===== config.mk =====
export PLATFORM = sky130hd
export DESIGN_NAME = bus_hold_arb
export DESIGN_NICKNAME = d
export VERILOG_FILES = /design/src/rtl/bha_pkg.sv /design/src/rtl/bha_hold_fsm.sv /design/src/rtl/bha_dma_qual.sv /design/src/rtl/bha_pin_ctrl.sv /design/src/rtl/bus_hold_arb.sv
export SDC_FILE = /design/constraint.sdc
export NUM_CORES = 1
export LEC_CHECK = 0
export ABC_AREA = 1
export CAP_MARGIN = 20
export CORE_AREA = 3 3 40 42
export CTS_CLUSTER_DIAMETER = 150
export DETAILED_ROUTE_END_ITERATION = 7
export DIE_AREA = 0 0 43 45
export GPL_TIMING_DRIVEN = 1
export PLACE_DENSITY_LB_ADDON = 0.3
export SLEW_MARGIN = 20
export SYNTH_ARGS = -nofsm -noshare
export SYNTH_HDL_FRONTEND = slang
export SYNTH_SLANG_ARGS = --single-unit

===== constraint.sdc =====
create_clock -name clk -period 1.5 [get_ports clk]
set_input_delay 0.3 -clock clk [delete_from_list [all_inputs] [get_ports clk]]
set_output_delay 0.3 -clock clk [all_outputs]
set_load 0.02 [all_outputs]

===== src/rtl/bha_pkg.sv =====
package bha_pkg;
  typedef enum logic [1:0] {
    ST_OWN   = 2'd0,
    ST_FLOAT = 2'd1,
    ST_GRANT = 2'd2,
    ST_REL   = 2'd3
  } arb_st_e;
endpackage


===== src/rtl/bha_hold_fsm.sv =====
module bha_hold_fsm
  import bha_pkg::*;
(
  input  logic    clk,
  input  logic    rst_n,
  input  logic    hold_req_n,
  input  logic    core_busy,
  output arb_st_e st
);

  arb_st_e st_d;

  // next-state
  always_comb begin
    st_d = st;
    unique case (st)
      ST_OWN:   if (!hold_req_n && !core_busy) st_d = ST_FLOAT;
      ST_FLOAT: st_d = ST_GRANT;
      ST_GRANT: if (hold_req_n) st_d = ST_REL;
      ST_REL:   st_d = ST_OWN;
      default:  st_d = ST_OWN;
    endcase
  end

  // state register
  always_ff @(posedge clk or negedge rst_n) begin
    if (!rst_n) st <= ST_OWN;
    else        st <= st_d;
  end

  // floating starts only from a sampled request at a cycle boundary
  a_r2_grant_at_boundary: assert property (@(posedge clk) disable iff (!rst_n)
    (st == ST_FLOAT) |-> ($past(st) == ST_OWN && !$past(hold_req_n) && !$past(core_busy)));

  // grant is always preceded by the float cycle
  a_r3_float_before_grant: assert property (@(posedge clk) disable iff (!rst_n)
    (st == ST_GRANT) |-> ($past(st) == ST_FLOAT || $past(st) == ST_GRANT));

  // a removed request ends the grant on the next edge
  a_r4_release_next: assert property (@(posedge clk) disable iff (!rst_n)
    (st == ST_GRANT && hold_req_n) |=> (st == ST_REL));

endmodule


===== src/rtl/bha_dma_qual.sv =====
module bha_dma_qual #(
  parameter int QUAL = 2
) (
  input  logic clk,
  input  logic rst_n,
  input  logic in_grant,
  input  logic br_n_in,
  output logic dma_req
);

  localparam int CW = $clog2(QUAL + 1);
  localparam logic [CW-1:0] CMAX = CW'(QUAL);

  logic [CW-1:0] cnt_q, cnt_d;
  logic          cnt_en;

  // clock enable: the counter moves only while it is counting or must clear
  assign cnt_en = (cnt_q != '0) || (in_grant && !br_n_in);

  always_comb begin
    cnt_d = cnt_q;
    if (!in_grant || br_n_in) cnt_d = '0;
    else if (cnt_q != CMAX)   cnt_d = cnt_q + 1'b1;
  end

  always_ff @(posedge clk or negedge rst_n) begin
    if (!rst_n)      cnt_q <= '0;
    else if (cnt_en) cnt_q <= cnt_d;
  end

  assign dma_req = in_grant && (cnt_q == CMAX);

  // a new DMA request always follows a low sample of the pin
  a_r6_rise_after_low: assert property (@(posedge clk) disable iff (!rst_n)
    $rose(dma_req) |-> !$past(br_n_in));

  // no DMA request outside the grant
  a_r6_only_in_grant: assert property (@(posedge clk) disable iff (!rst_n)
    dma_req |-> in_grant);

endmodule


===== src/rtl/bha_pin_ctrl.sv =====
module bha_pin_ctrl
  import bha_pkg::*;
(
  input  arb_st_e st,
  input  logic    off_n,
  input  logic    hold_req_n,
  input  logic    core_busy,
  input  logic    core_gdm_req,
  input  logic    ready,
  input  logic    iaq_core,
  input  logic    we_core_n,
  input  logic    dma_req,
  output logic    core_hold,
  output logic    gdm_go,
  output logic    br_n_out,
  output logic    br_oe,
  output logic    iaq_n_out,
  output logic    iaq_oe,
  output logic    holda_n_out,
  output logic    holda_oe,
  output logic    we_n_out,
  output logic    we_oe,
  output logic    clk_oe,
  output logic    bus_oe
);

  logic own, grant;

  assign own   = (st == ST_OWN);
  assign grant = (st == ST_GRANT);

  // core side
  assign core_hold = !own || (!hold_req_n && !core_busy);
  assign gdm_go    = own && core_gdm_req && ready;

  // pin drive values
  assign br_n_out    = !core_gdm_req;
  assign we_n_out    = we_core_n;
  assign holda_n_out = !grant;

  always_comb begin
    unique case (st)
      ST_OWN:   iaq_n_out = !iaq_core;
      ST_GRANT: iaq_n_out = !dma_req;
      default:  iaq_n_out = 1'b1;
    endcase
  end

  // tri-state enables
  assign bus_oe   = off_n && own;
  assign we_oe    = off_n && own;
  assign br_oe    = off_n && own;
  assign iaq_oe   = off_n;
  assign holda_oe = off_n;
  assign clk_oe   = off_n;

endmodule


===== src/rtl/bus_hold_arb.sv =====
module bus_hold_arb
  import bha_pkg::*;
#(
  parameter int DMA_QUAL = 2
) (
  input  logic clk,
  input  logic rst_n,
  input  logic hold_req_n,
  input  logic off_n,
  input  logic core_busy,
  output logic core_hold,
  input  logic core_gdm_req,
  input  logic ready,
  output logic gdm_go,
  input  logic iaq_core,
  input  logic we_core_n,
  input  logic br_n_in,
  output logic br_n_out,
  output logic br_oe,
  output logic iaq_n_out,
  output logic iaq_oe,
  output logic holda_n_out,
  output logic holda_oe,
  output logic we_n_out,
  output logic we_oe,
  output logic clk_oe,
  output logic bus_oe,
  output logic dma_req
);

  arb_st_e st;

  bha_hold_fsm u_fsm (
    .clk        (clk),
    .rst_n      (rst_n),
    .hold_req_n (hold_req_n),
    .core_busy  (core_busy),
    .st         (st)
  );

  bha_dma_qual #(.QUAL(DMA_QUAL)) u_qual (
    .clk      (clk),
    .rst_n    (rst_n),
    .in_grant (st == ST_GRANT),
    .br_n_in  (br_n_in),
    .dma_req  (dma_req)
  );

  bha_pin_ctrl u_pins (
    .st           (st),
    .off_n        (off_n),
    .hold_req_n   (hold_req_n),
    .core_busy    (core_busy),
    .core_gdm_req (core_gdm_req),
    .ready        (ready),
    .iaq_core     (iaq_core),
    .we_core_n    (we_core_n),
    .dma_req      (dma_req),
    .core_hold    (core_hold),
    .gdm_go       (gdm_go),
    .br_n_out     (br_n_out),
    .br_oe        (br_oe),
    .iaq_n_out    (iaq_n_out),
    .iaq_oe       (iaq_oe),
    .holda_n_out  (holda_n_out),
    .holda_oe     (holda_oe),
    .we_n_out     (we_n_out),
    .we_oe        (we_oe),
    .clk_oe       (clk_oe),
    .bus_oe       (bus_oe)
  );

  // acknowledge low only with the core's drivers floated
  a_r3_holda_implies_float: assert property (@(posedge clk) disable iff (!rst_n)
    !holda_n_out |-> (!bus_oe && !we_oe));

  // drivers return only after the acknowledge has already been high
  a_r4_drive_after_release: assert property (@(posedge clk) disable iff (!rst_n)
    $rose(bus_oe) && $past(off_n) |-> $past(holda_n_out));

  // output disable floats every managed output
  a_r8_off_floats: assert property (@(posedge clk) disable iff (!rst_n)
    !off_n |-> !(br_oe || iaq_oe || holda_oe || we_oe || clk_oe || bus_oe));

  // acknowledge pin follows the DMA request during the grant
  a_r7_iaq_ack: assert property (@(posedge clk) disable iff (!rst_n)
    (dma_req && off_n) |-> (!iaq_n_out && iaq_oe));

  // the core is held whenever the acknowledge is active
  a_r9_core_held: assert property (@(posedge clk) disable iff (!rst_n)
    !holda_n_out |-> core_hold);

endmodule


==> flow_summary.json <==
{
  "startpoint_type": "register",
  "die_height_um": 45,
  "firstDrtPassIters": 4,
  "synth_area_um2": 389,
  "gp_congestion": 0.724,
  "netlist_instances": 55,
  "viasPerCell": 4.26,
  "setup_viol": 3,
  "p_int_mw": 0.878,
  "cts-root-buf": "clkbuf_4",
  "detail_route.wirelength_um": 992,
  "ys_seq_area_share_pct": 25.7,
  "critical_path.top_delay_family": "flip-flops",
  "relSlewSlack_pct": 86.5,
  "drive_gt1_share_pct": 50.6,
  "power.leakage_nw": 0.415,
  "fmax_ghz": 0.635,
  "switching_share_pct": 40.7,
  "n_antenna_cell": 0,
  "nets": 107,
  "wire_per_inst_um": 9.54,
  "htreeDepth": 1,
  "vias": 443,
  "register_area_um2": 101,
  "end_kind": "output port",
  "final_area_um2": 768,
  "worstSetupPathType": "register to output port",
  "violations": "negative setup slack",
  "fillers": 118,
  "dp_slack_ps": -341,
  "cts_sinks": 4,
  "grt_pass1_wl_um": 1410,
  "switchingPower_mw": 0.603,
  "drt_iter0_drc": 4,
  "die_w_um": 43,
  "postPlaceCellArea_um2": 646,
  "critPathBufInv": 2,
  "startpoint": "u_fsm.st[1]",
  "io_pins": 23,
  "skew_ps": 0.313,
  "synth_top_cell_by_area": "dfrtp_1",
  "hold_viol": 0,
  "cp_slowest_cell": "dfrtp_2",
  "crit_path_max_fanout": 5,
  "die_area_um2": 1940,
  "clkPwrFrac_pct": 8.6,
  "start_util_pct": 30.3,
  "cts_tree": "done",
  "drv_cap": 0,
  "pwr-share-seq_pct": 13.8,
  "powerDensity_nw_per_um2": 1930,
  "antenna_found_initial": 0,
  "ys_warn_count": 0,
  "worst_ep_required_time_ps": 1200,
  "power_frac_comb_pct": 77.6,
  "critPathArrivalTime_ps": 1270,
  "tightest_slew_ps": 203,
  "postCtsHoldBufs": 0,
  "status": "complete, but fails checks",
  "port_buffers": 20,
  "mostFrequentLayoutCell": "buf_4",
  "rsz0062_at_grt": "true",
  "clock_path_buffers": 2,
  "path_clk_slew_ps": 40,
  "grt_pass1_vias": 363,
  "final_cell_mix": "buf_4 (15), nand2_1 (14), buf_6 (10)",
  "gr-usage-all-layers_pct": 9.87,
  "cts_buffers": 3,
  "num_rows": 13,
  "period_needed_ps": 1570,
  "final_antenna_net_count": 0,
  "syn-num-nets": 71,
  "path_common_cell": "o21ai_1",
  "timing.rr.start": "u_fsm.st[1]",
  "ir_worst_vdd_uv": 955,
  "fin_ws_ps": -74.4,
  "final_core_util_pct": 59.8,
  "grt-ovfl-total": 0,
  "synth_seq_cells": 4,
  "worstHoldPathType": "input port to asynchronous set/reset pin",
  "multi_input_area_um2": 245,
  "synthTopCellsByArea": "dfrtp_1 (26%), ha_1 (19%), nand2_1 (15%)",
  "power_mw": 1.48,
  "holdWs_ps": 267,
  "clk_latency_ps": 230,
  "dp_hpwl_um": 719,
  "cpPeakStageDelay_ps": 440,
  "area_delta_synth_final_pct": 97.4,
  "syn_area_per_cell_um2": 7.07,
  "drc": 0,
  "crit_chain": "inv_2 > ha_4 > nand2_1 > o21ai_1 > o21ai_1 > buf_4",
  "ys_types": 12,
  "floorplan.core_area_um2": 1280,
  "drv_slew": 0,
  "synth_top_area_share_pct": 25.7,
  "grt_max_degree": 6,
  "fin_crit_sh_pct": 105
}
## power by group through the flow
stage	Sequential, mW	Combinational [mW]	Clock [mW]
global route	0.208	1.26	0.146
CTS	0.204	1.00	0.138
floorplan	0.187	0.474	0
global placement	0.189	0.859	0
detailed placement	0.191	0.875	0
finish	0.204	1.15	0.128
## sequential cells by signal (all words and copies together) (netlist names)
signal,count
u_fsm.st,2
u_qual.cnt_q,2
## layer usage
layer	wire length, µm	vias to the layer above	track usage [%]
met1	387	200	10.5
met4	0	0	7.23
met5	0	-	0
li1	-	226	-
met2	517	17	17.4
met3	87	0	1.99
## worst paths after layout
| path | end | slack (ps) | cells after the start |
|---|---|---|---|
| worst max register to register | u_fsm.st[0] | 130 | 7 |
| worst max-delay path | iaq_n_out | -70 | 6 |
| worst min-delay path | u_fsm.st[0] | 270 | 1 |
| worst min register to register | u_qual.cnt_q[0] | 500 | 2 |
| max in group asynchronous | u_fsm.st[1] | 1060 | 1 |
| min in group clk | u_qual.cnt_q[0] | 500 | 2 |
## cells by family (layout without fill, tap and decap cells)
family,count (synthesis),count (layout),synth area share (%)
fa+ha+maj,6,6,19.3
compound gates,3,3,4.82
simple gates,23,23,26.0
flops,4,4,25.7
buf+inv,19,53,24.1
## synth_stat cells
cell type,number
clkinv_1,1
buf_4,6
ha_1,6
nand3_1,4
nand3b_2,1
nor2_1,1
dfrtp_1,4
nand2_1,16
inv_1,12
o21ai_2,1
o21ai_1,2
or2_1,1
## cell type report
cell class | count | area share, %
sequential | 4 | 13.2
tap | 15 | 2.44
inverter | 13 | 6.68
multi-input combinational | 32 | 31.9
timing repair buffer | 37 | 42.8
clock buffer | 3 | 2.93
## stage by stage
stage | setup TNS (ps) | std cells
after floorplan | 0 | 55
after global placement | -3250 | 95
after detailed placement | -3420 | 95
after CTS | -84.9 | 101
after global routing | -444 | 104
final | -104 | 104
## what timing repair did
item,CTS,global route
endpoints found under the setup margin,12,9
hold endpoints to repair,0,0
pin swaps,3,1
buffers inserted,3,4
gates resized for setup,59,20
No activity file was read; power rests on OpenSTA's default activity.
